File: src/rtl/lcd_timing_pkg.sv
package lcd_timing_pkg;

  typedef enum logic [1:0] {
    PH_DRAW  = 2'd0,
    PH_HBL   = 2'd1,
    PH_VDRAW = 2'd2,
    PH_VHBL  = 2'd3
  } lcd_phase_e;

  // One-cycle event indications from the phase sequencer.
  typedef struct packed {
    logic hbl_start;   // any draw phase ended
    logic vis_hbl;     // a visible draw phase ended
    logic line_chg;    // line counter changes this cycle
    logic vis_step;    // moving from one visible line to the next
    logic vbl_entry;   // line reaches the first blanked line
    logic wrap;        // line returns to 0
  } lcd_evt_t;

endpackage

File: src/rtl/lcd_phase_seq.sv
module lcd_phase_seq
  import lcd_timing_pkg::*;
#(
  parameter int DRAW_CYC  = 1006,
  parameter int HBL_CYC   = 226,
  parameter int VIS_LINES = 160,
  parameter int VBL_LINES = 68,
  parameter int LINE_W    = 8
) (
  input  logic              clk,
  input  logic              rst_n,
  input  logic              cyc_en,
  output lcd_phase_e        phase_q,
  output logic [LINE_W-1:0] line_q,
  output logic [LINE_W-1:0] line_d,
  output lcd_evt_t          evt
);
  localparam int MAX_PH    = (DRAW_CYC > HBL_CYC) ? DRAW_CYC : HBL_CYC;
  localparam int CNT_W     = $clog2(MAX_PH + 1);
  localparam int LAST_LINE = VIS_LINES + VBL_LINES - 1;

  logic [CNT_W-1:0] cnt_q, cnt_d;
  lcd_phase_e       phase_d;
  logic             done;

  always_comb begin
    phase_d = phase_q;
    cnt_d   = cnt_q;
    line_d  = line_q;
    evt     = '0;
    done    = cyc_en && (cnt_q == '0);
    if (cyc_en && (cnt_q != '0)) cnt_d = cnt_q - 1'b1;
    if (done) begin
      unique case (phase_q)
        PH_DRAW: begin
          phase_d       = PH_HBL;
          cnt_d         = CNT_W'(HBL_CYC - 1);
          evt.hbl_start = 1'b1;
          evt.vis_hbl   = 1'b1;
        end
        PH_HBL: begin
          cnt_d        = CNT_W'(DRAW_CYC - 1);
          line_d       = line_q + 1'b1;
          evt.line_chg = 1'b1;
          if (line_q == LINE_W'(VIS_LINES - 1)) begin
            phase_d       = PH_VDRAW;
            evt.vbl_entry = 1'b1;
          end else begin
            phase_d      = PH_DRAW;
            evt.vis_step = 1'b1;
          end
        end
        PH_VDRAW: begin
          phase_d       = PH_VHBL;
          cnt_d         = CNT_W'(HBL_CYC - 1);
          evt.hbl_start = 1'b1;
        end
        default: begin
          cnt_d        = CNT_W'(DRAW_CYC - 1);
          evt.line_chg = 1'b1;
          if (line_q == LINE_W'(LAST_LINE)) begin
            line_d   = '0;
            phase_d  = PH_DRAW;
            evt.wrap = 1'b1;
          end else begin
            line_d  = line_q + 1'b1;
            phase_d = PH_VDRAW;
          end
        end
      endcase
    end
  end

  always_ff @(posedge clk or negedge rst_n) begin
    if (!rst_n) begin
      phase_q <= PH_DRAW;
      cnt_q   <= CNT_W'(DRAW_CYC - 1);
      line_q  <= '0;
    end else begin
      phase_q <= phase_d;
      cnt_q   <= cnt_d;
      line_q  <= line_d;
    end
  end

endmodule

File: src/rtl/lcd_status_gen.sv
module lcd_status_gen
  import lcd_timing_pkg::*;
#(
  parameter int LINE_W = 8
) (
  input  logic              clk,
  input  logic              rst_n,
  input  lcd_evt_t          evt,
  input  logic [LINE_W-1:0] line_d,
  input  logic [LINE_W-1:0] cmp_line,
  input  logic              irq_en_hbl,
  input  logic              irq_en_vbl,
  input  logic              irq_en_cmp,
  output logic              flag_hbl,
  output logic              flag_vbl,
  output logic              flag_cmp,
  output logic              irq_hbl,
  output logic              irq_vbl,
  output logic              irq_cmp,
  output logic              dma_hbl,
  output logic              dma_vbl,
  output logic              frame_done,
  output logic              render_stb
);
  logic hbl_d, vbl_d, cmp_d, match;

  always_comb begin
    match = (line_d == cmp_line);
    hbl_d = flag_hbl;
    vbl_d = flag_vbl;
    cmp_d = flag_cmp;
    if (evt.hbl_start) hbl_d = 1'b1;
    if (evt.line_chg) begin
      hbl_d = 1'b0;
      cmp_d = match;
    end
    if (evt.vbl_entry) vbl_d = 1'b1;
    if (evt.wrap)      vbl_d = 1'b0;
  end

  always_ff @(posedge clk or negedge rst_n) begin
    if (!rst_n) begin
      flag_hbl   <= 1'b0;
      flag_vbl   <= 1'b0;
      flag_cmp   <= 1'b0;
      irq_hbl    <= 1'b0;
      irq_vbl    <= 1'b0;
      irq_cmp    <= 1'b0;
      dma_hbl    <= 1'b0;
      dma_vbl    <= 1'b0;
      frame_done <= 1'b0;
      render_stb <= 1'b0;
    end else begin
      flag_hbl   <= hbl_d;
      flag_vbl   <= vbl_d;
      flag_cmp   <= cmp_d;
      irq_hbl    <= evt.hbl_start && irq_en_hbl;
      irq_vbl    <= evt.vbl_entry && irq_en_vbl;
      irq_cmp    <= evt.line_chg && match && irq_en_cmp;
      dma_hbl    <= evt.vis_hbl;
      dma_vbl    <= evt.vbl_entry;
      frame_done <= evt.vbl_entry;
      render_stb <= evt.vis_step || evt.wrap;
    end
  end

endmodule

File: src/rtl/lcd_affine_ref.sv
module lcd_affine_ref #(
  parameter int REF_W   = 32,
  parameter int DELTA_W = 16
) (
  input  logic               clk,
  input  logic               rst_n,
  input  logic               wr_x,
  input  logic               wr_y,
  input  logic [REF_W-1:0]   org_x,
  input  logic [REF_W-1:0]   org_y,
  input  logic [DELTA_W-1:0] dlt_x,
  input  logic [DELTA_W-1:0] dlt_y,
  input  logic               step,
  input  logic               reload,
  output logic [REF_W-1:0]   cur_x,
  output logic [REF_W-1:0]   cur_y
);
  localparam int EXT_W = REF_W - DELTA_W;

  logic [REF_W-1:0] x_d, y_d, sx, sy;

  always_comb begin
    sx  = {{EXT_W{dlt_x[DELTA_W-1]}}, dlt_x};
    sy  = {{EXT_W{dlt_y[DELTA_W-1]}}, dlt_y};
    x_d = cur_x;
    y_d = cur_y;
    if (step) begin
      x_d = cur_x + sx;
      y_d = cur_y + sy;
    end
    if (reload || wr_x) x_d = org_x;
    if (reload || wr_y) y_d = org_y;
  end

  always_ff @(posedge clk or negedge rst_n) begin
    if (!rst_n) begin
      cur_x <= '0;
      cur_y <= '0;
    end else begin
      cur_x <= x_d;
      cur_y <= y_d;
    end
  end

endmodule

File: src/rtl/lcd_line_timer.sv
module lcd_line_timer
  import lcd_timing_pkg::*;
#(
  parameter int DRAW_CYC  = 1006,
  parameter int HBL_CYC   = 226,
  parameter int VIS_LINES = 160,
  parameter int VBL_LINES = 68,
  parameter int LINE_W    = 8,
  parameter int NUM_AFF   = 2,
  parameter int REF_W     = 32,
  parameter int DELTA_W   = 16
) (
  input  logic                       clk,
  input  logic                       rst_n,
  input  logic                       cyc_en,
  input  logic [LINE_W-1:0]          cmp_line,
  input  logic                       irq_en_hbl,
  input  logic                       irq_en_vbl,
  input  logic                       irq_en_cmp,
  input  logic [NUM_AFF*REF_W-1:0]   org_x,
  input  logic [NUM_AFF*REF_W-1:0]   org_y,
  input  logic [NUM_AFF-1:0]         org_x_wr,
  input  logic [NUM_AFF-1:0]         org_y_wr,
  input  logic [NUM_AFF*DELTA_W-1:0] dlt_x,
  input  logic [NUM_AFF*DELTA_W-1:0] dlt_y,
  output logic [1:0]                 phase,
  output logic [LINE_W-1:0]          line,
  output logic                       flag_hbl,
  output logic                       flag_vbl,
  output logic                       flag_cmp,
  output logic                       irq_hbl,
  output logic                       irq_vbl,
  output logic                       irq_cmp,
  output logic                       dma_hbl,
  output logic                       dma_vbl,
  output logic                       frame_done,
  output logic                       render_stb,
  output logic [NUM_AFF*REF_W-1:0]   cur_x,
  output logic [NUM_AFF*REF_W-1:0]   cur_y
);
  lcd_phase_e        phase_q;
  logic [LINE_W-1:0] line_d;
  lcd_evt_t          evt;

  lcd_phase_seq #(
    .DRAW_CYC (DRAW_CYC),
    .HBL_CYC  (HBL_CYC),
    .VIS_LINES(VIS_LINES),
    .VBL_LINES(VBL_LINES),
    .LINE_W   (LINE_W)
  ) u_seq (
    .clk    (clk),
    .rst_n  (rst_n),
    .cyc_en (cyc_en),
    .phase_q(phase_q),
    .line_q (line),
    .line_d (line_d),
    .evt    (evt)
  );

  assign phase = phase_q;

  lcd_status_gen #(.LINE_W(LINE_W)) u_stat (
    .clk       (clk),
    .rst_n     (rst_n),
    .evt       (evt),
    .line_d    (line_d),
    .cmp_line  (cmp_line),
    .irq_en_hbl(irq_en_hbl),
    .irq_en_vbl(irq_en_vbl),
    .irq_en_cmp(irq_en_cmp),
    .flag_hbl  (flag_hbl),
    .flag_vbl  (flag_vbl),
    .flag_cmp  (flag_cmp),
    .irq_hbl   (irq_hbl),
    .irq_vbl   (irq_vbl),
    .irq_cmp   (irq_cmp),
    .dma_hbl   (dma_hbl),
    .dma_vbl   (dma_vbl),
    .frame_done(frame_done),
    .render_stb(render_stb)
  );

  for (genvar g = 0; g < NUM_AFF; g++) begin : g_aff
    lcd_affine_ref #(.REF_W(REF_W), .DELTA_W(DELTA_W)) u_aff (
      .clk   (clk),
      .rst_n (rst_n),
      .wr_x  (org_x_wr[g]),
      .wr_y  (org_y_wr[g]),
      .org_x (org_x[g*REF_W +: REF_W]),
      .org_y (org_y[g*REF_W +: REF_W]),
      .dlt_x (dlt_x[g*DELTA_W +: DELTA_W]),
      .dlt_y (dlt_y[g*DELTA_W +: DELTA_W]),
      .step  (evt.vis_step),
      .reload(evt.vbl_entry),
      .cur_x (cur_x[g*REF_W +: REF_W]),
      .cur_y (cur_y[g*REF_W +: REF_W])
    );
  end

endmodule

File: config.mk
export PLATFORM = sky130hd
export DESIGN_NAME = lcd_line_timer
export DESIGN_NICKNAME = d
export VERILOG_FILES = /design/src/rtl/lcd_timing_pkg.sv /design/src/rtl/lcd_phase_seq.sv /design/src/rtl/lcd_status_gen.sv /design/src/rtl/lcd_affine_ref.sv /design/src/rtl/lcd_line_timer.sv
export SDC_FILE = /design/constraint.sdc
export NUM_CORES = 1
export LEC_CHECK = 0
export ABC_AREA = 1
export ABC_CLOCK_PERIOD_IN_PS = 2150
export BUFFER_PORTS_ARGS = -buffer_cell sky130_fd_sc_hd__buf_2
export CORE_MARGIN = 4
export CORE_UTILIZATION = 39
export DETAILED_ROUTE_END_ITERATION = 8
export SYNTH_ARGS = -nofsm -noshare
export SYNTH_HDL_FRONTEND = slang
export SYNTH_SLANG_ARGS = --single-unit
File: constraint.sdc
create_clock -name clk -period 2.15 [get_ports clk]
set_input_delay 0.645 -clock clk [delete_from_list [all_inputs] [get_ports clk]]
set_output_delay 0.645 -clock clk [all_outputs]
set_load 0.005 [all_outputs]
; ---- Word-level counts from Yosys, hierarchy flattened
; Index checks and enable logic that the tools add are counted.
[op_classes]
addsub = 6
eq_ne = 5
mux = 30
reduce_logical = 23
[ops]
columns = op, n
row1 = $mux 32, 8
row2 = $add 32x32->32, 4
row3 = $mux 10, 3
row4 = $eq 8x8->1 const B, 2
row5 = $mux 8, 2
row6 = $pmux 8 s2, 1
row7 = $reduce_bool 2->1, 7
row8 = $mux 1, 11
row9 = $logic_not 10->1, 1
row10 = $reduce_bool 10->1, 1
row11 = $sub 10x1->10 const B, 1
row12 = $add 8x1->8 const B, 1
row13 = $eq 8x8->1, 1
row14 = $logic_and 1x1->1, 6
row15 = $mux 2, 3
row16 = $mux 6, 1
row17 = $pmux 2 s3, 1
row18 = $logic_or 1x1->1, 5
row19 = $reduce_or 3->1, 1
row20 = $eq 2x1->1 const B, 1
row21 = $eq 2x2->1 const B, 1
row22 = $logic_not 2->1, 1
row23 = $reduce_or 2->1, 1
[word_totals]
register_bits = 157
input_bits = 210
output_inout_bits = 148
elab_cells = 80

; ---- Depth between registers and ports, before layout
[depth]
word_depth = 7
depth_mapped = 16
ltp_nobuf = 16

; ---- Modules after synthesis
; From an unflattened synthesis, not the netlist that was laid out.
[unflattened]
cells_unflattened = 3036
hier_area_um2 = 17389.2
[modules_own_cells]
columns = module, instances, cells_per_inst, area_each_um2, seq_area_each_um2
row1 = lcd_affine_ref at g_aff[0].u_aff, 1, 1402, 7805.0, 1601.5
row2 = lcd_affine_ref at g_aff[1].u_aff, 1, 1378, 7744.9, 1601.5
row3 = lcd_phase_seq, 1, 193, 1380.1, 510.5
row4 = lcd_status_gen, 1, 63, 459.2, 225.2

; ---- Worst setup path after synthesis
; No wires, ideal clock.
[synth_path]
path_kind = input to register
start = in dlt_y[16]
end = reg g_aff[1].u_aff.cur_y[22]
setup_ns = 0.083
arrival_time_ns = 2.281
t_required_ns = 2.067
slack_ns = -0.214
path_stages = 16
path_buffers = 0
cell_sequence = ha_1 > inv_1 > fa_1 > inv_1 > nand2_1 > a21oi_1 > nand2_1 > nand2_1 > nand3_1 > nand2_1 > nand2_1 > nand2_1 > nand2_1 > nand2_1 > nor2_1 > o21ai_0
[synth_via]
elab_chain_len = 3
[synth_lines]
columns = item, line
row1 = from (decl), lcd_line_timer.sv:25  ; input logic [NUM_AFF*DELTA_W-1:0] dlt_y,
row2 = $add 32x32->32, lcd_affine_ref.sv:29  ; y_d = cur_y + sy;
row3 = $mux 32, lcd_affine_ref.sv:27  ; if (step) begin
row4 = $mux 32, lcd_affine_ref.sv:32  ; if (reload || wr_y) y_d = org_y;
row5 = to (signal assigned), lcd_affine_ref.sv:41  ; cur_y <= y_d;
row6 = to (decl), lcd_affine_ref.sv:16  ; output logic [REF_W-1:0] cur_y
; No other way between the ends. The select of a mux whose other input is x is not followed.
; A chain may end at the register's enable or synchronous reset.

; ---- Worst setup path in the final report
[layout_path]
start = reg g_aff[0].u_aff.cur_y[0]
end = reg g_aff[0].u_aff.cur_y[14]
[layout_via]
elab_chain_len = 3
[layout_lines]
columns = item, line
row1 = from (decl), lcd_affine_ref.sv:16
row2 = from (signal assigned), lcd_affine_ref.sv:41
row3 = $add 32x32->32, lcd_affine_ref.sv:29
row4 = $mux 32, lcd_affine_ref.sv:27
row5 = $mux 32, lcd_affine_ref.sv:32
; No other way between the ends. The select of a mux whose other input is x is not followed.

==> key figures <==
Outcome
  • Result of the run: finished with violations
  • Failing checks: negative setup slack

Die
  • Core Box Area: 37900 sq um
  • I/O pin total: 358
  • Die height: 205 um
  • Horizontal die dimension: 205 um
  • Total Die Area: 41900 sq um
  • Starting utilization of the core area: 39.7%
  • Row count: 71

Global route
  • Number of antenna violations at the first check in global routing: 10
  • Residual overflow from global routing: 0
  • GR Util All Layers: 26.4%
  • Via count of the first global-routing pass: 17779
  • Maximum number of pins on one net before global-route repair: 39
  • First-pass GRT wire length: 90100 um

Timing
  • Final period utilization: 102%
  • Final clock skew: 0.0111 ns
  • Worst-case hold slack: 0.0751 ns
  • Setup repair after global routing missed its margin: true
  • Number of setup violations in the final report: 1
  • Final critical path time including I/O delays and setup: 2.19 ns
  • Max Transition Viols Final: 0
  • Worst-margin pin slew: 0.458 ns
  • Final number of hold-violating endpoints: 0
  • Max Clk Rate: 457 MHz
  • Smallest setup slack after layout: -0.0363 ns
  • Remaining max-slew budget at the tightest pin: 69.1%

Critical path
  • Worst Setup End Kind: flip-flop
  • Startpoint type of the worst setup path: flip-flop
  • Biggest fanout along the worst timing path: 3
  • Worst setup path class: reg2reg
  • Required time of the critical path: 2.53 ns
  • Endpoint arrival time on the critical path: 2.57 ns

Clocking
  • Number of buffers created by CTS: 17
  • TritonCTS clock tree: done
  • Deepest level of the CTS H-tree: 4
  • Clock root buffer: sky130_fd_sc_hd__clkbuf_16
  • Hold Buf Count CTS: 0
  • Reg clk slew, reported paths: 0.07 ns
  • Clock tree sinks: 157
  • Buffer levels on the longest clock path: 2
  • Insertion delay of the later-clocked pin in the worst-skew pair: 0.46 ns

Pwr
  • Total internal power: 10700 uW
  • Max VDD drop: 0.000616 V
  • Net switching power: 7760 uW
  • Total power: 18500 uW
  • Sw frac: 42.0%
  • Relative contribution of sequential cells to total power: 22.7%
  • Power density cells: 829 nW/um^2
  • Part of the total power dissipated in the clock network: 18.8%
  • Leak Pwr: 0.0114 uW
  • Comb pwr share: 58.5%

Finish
  • Share of final-layout standard cells stronger than drive strength 1: 33.2%
  • Number of nets at the end of the flow: 3440
  • Final Non-Filler Cells: 3632
  • Register Area: 3940 sq um
  • Share of the core filled with cells in the final layout: 58.7%
  • Layout overhead on the synthesized area: 47.8%
  • Total area of multi-input combinational cells: 11300 sq um
  • Number of fillers in the final layout: 3699

Placed design
  • HPWL Detailed: 46500 um
  • Total of buffers placed on input and output ports: 357
  • Final weighted congestion in routability-driven placement: 0.977
  • Placed cells: 3571

Logic synthesis
  • Ys Warns: 0
  • Sequential cell area fraction in the yosys report: 26.1%
  • Post-synthesis cell area: 15100 sq um
  • Synth unique cells: 42
  • Yosys reg bits: 157
  • Count of mapped cells out of synthesis: 2381
  • Post-Syn Area per Cell: 6.33 sq um
  • Mapped Nets: 2722

Route
  • Mean routed wirelength per cell: 15.9 um
  • Vias post-DR: 18482
  • Routed vias/inst: 5.09
  • Drt first-iter violations: 1153
  • Number of detailed-route iterations in the first pass: 6
  • Number of nets with antenna violations after detailed routing: 0
  • Wire length after detailed routing: 57900 um
  • DRC violation count after routing: 0

Worst hold path
  • Min-delay worst type: in2async

Job
  • Count of max-cap constraint violations: 0
==> worst paths after layout <==
kind                                          from                        to  slack [ns]  cells after the start
hold reg to reg                    u_stat.flag_cmp           u_stat.flag_cmp        0.49                      2
min in group clk                        irq_en_cmp            u_stat.irq_cmp        0.39                      3
max in group asynchronous                    rst_n   g_aff[1].u_aff.cur_y[5]        1.42                      2
setup / recovery           g_aff[0].u_aff.cur_y[0]  g_aff[0].u_aff.cur_y[14]       -0.04                     11
hold / removal                               rst_n            u_stat.irq_hbl        0.08                      1
setup reg to reg           g_aff[0].u_aff.cur_y[0]  g_aff[0].u_aff.cur_y[14]       -0.04                     11
==> critical path: stages (launching register included) <==
cell,delay [ns]
sky130_fd_sc_hd__dfrtp_1,0.42
sky130_fd_sc_hd__ha_4,0.18
sky130_fd_sc_hd__inv_4,0.04
sky130_fd_sc_hd__fa_2,0.36
sky130_fd_sc_hd__o21ai_4,0.24
sky130_fd_sc_hd__a21oi_4,0.10
sky130_fd_sc_hd__o21ai_1,0.14
sky130_fd_sc_hd__buf_4,0.17
sky130_fd_sc_hd__buf_6,0.10
sky130_fd_sc_hd__xor2_1,0.15
sky130_fd_sc_hd__nand2_1,0.09
sky130_fd_sc_hd__a21oi_2,0.13
==> synth_stat cells, drive strengths merged <==
master  instances  share of area (%)
a211oi          1              0.050
nand3         171                5.9
o21bai         10               0.50
inv           182                4.5
o311ai          1              0.058
ha            127                 11
xor2           40                2.3
o211ai          7               0.38
clkbuf         21               0.52
nor4            7               0.29
nor2          350                8.9
a31oi           2              0.083
or2             6               0.25
buf            31                1.2
o21a           13               0.65
and2            3               0.12
nand4          15               0.62
and3            1              0.042
nand2         707                 18
xnor2          22                1.3
a21o           20                1.0
a21oi         269                8.9
dfrtp         149                 25
dfstp           8                1.4
o21ai         173                5.7
nor3           33                1.2
nand3b          8               0.40
fa              4               0.53
==> routing by layer <==
layer	share of wire, %	up-vias	GRT usage, %
li1	-	9344	-
met1	45	8483	36.5
met2	46	557	42.7
met3	6.1	92	3.99
met4	2.6	6	8.33
met5	0.071	-	0
==> sequential cells by signal (all words and copies together) (netlist names) <==
register and cells:
g_aff.u_aff.cur_x 64, u_stat.dma_vbl 1, u_seq.line_q 8, u_stat.irq_cmp 1, u_seq.phase_q 2, g_aff.u_aff.cur_y 64
u_stat.render_stb 1, u_stat.irq_hbl 1, u_stat.dma_hbl 1, u_seq.cnt_q 10, u_stat.flag_cmp 1, u_stat.flag_hbl 1
u_stat.flag_vbl 1, u_stat.irq_vbl 1
==> per-stage QoR <==
stage | setup TNS (ns) | worst slack [ns] | instance area, sq um
finish | -0.0363 | -0.0363 | 22300
global route | -2.10 | -0.106 | 22300
detailed placement | -30.14 | -0.505 | 20400
global placement | -26.60 | -0.470 | 20400
floorplan | -0.0513 | -0.0203 | 15200
CTS | 0 | 0.00837 | 21100
==> final cells by class <==
class / count / share of cell area, %
Clock inverter: 14 / 0.966
Clock buffer: 18 / 1.93
Tap cell: 511 / 2.87
Timing Repair Buffer: 751 / 22.5
Inverter: 182 / 3.11
Sequential cell: 157 / 17.7
Antenna cell: 9 / 0.101
Multi-Input combinational cell: 1990 / 50.8
==> power by group through the flow <==
| stage | clock network [uW] | registers, uW | logic [uW] |
|---|---|---|---|
| floorplan | 0 | 4090 | 5300 |
| detailed placement | 0 | 4190 | 9800 |
| global route | 3690 | 4260 | 11900 |
| global placement | 0 | 4170 | 9690 |
| finish | 3480 | 4190 | 10800 |
| CTS | 3560 | 4140 | 9870 |
==> timing repair <==
item                                    4_1_cts  5_1_grt
buffers inserted                              0       21
endpoints found under the setup margin        9      113
pin swaps                                     1       59
gates resized for setup                      10      249
==> cells by family (layout without fill, tap and decap cells) <==
family	Yosys count	after routing	synth area share (%)
AOI/OAI and AO/OA	496	496	17.4
adders and majority gates	131	131	11.1
other	0	9	0
xor gates and xnor gates	62	62	3.60
DFF	157	157	26.1
buffers and inverters	234	965	6.28
and+or+nand+nor	1301	1301	35.5
==> placed cells by master (no fill, tap or decap), types with 15 or more instances in the layout <==
cell type / n
sky130_fd_sc_hd__a21oi_2: 53
sky130_fd_sc_hd__buf_4: 369
sky130_fd_sc_hd__ha_4: 33
sky130_fd_sc_hd__clkbuf_16: 17
sky130_fd_sc_hd__a21o_1: 20
sky130_fd_sc_hd__nor3_1: 21
sky130_fd_sc_hd__inv_1: 165
sky130_fd_sc_hd__nor2_2: 25
sky130_fd_sc_hd__a21oi_1: 211
sky130_fd_sc_hd__dfrtp_1: 148
sky130_fd_sc_hd__nand2_1: 665
sky130_fd_sc_hd__nand3_1: 150
sky130_fd_sc_hd__xnor2_1: 22
sky130_fd_sc_hd__o21ai_0: 87
sky130_fd_sc_hd__nor2_1: 320
sky130_fd_sc_hd__ha_1: 90
sky130_fd_sc_hd__nand2_2: 34
sky130_fd_sc_hd__nand3_2: 17
sky130_fd_sc_hd__o21ai_1: 76
sky130_fd_sc_hd__buf_2: 352
sky130_fd_sc_hd__xor2_1: 40
sky130_fd_sc_hd__nand4_1: 15
sky130_fd_sc_hd__buf_12: 19
No activity file was read; power rests on OpenSTA's default activity.
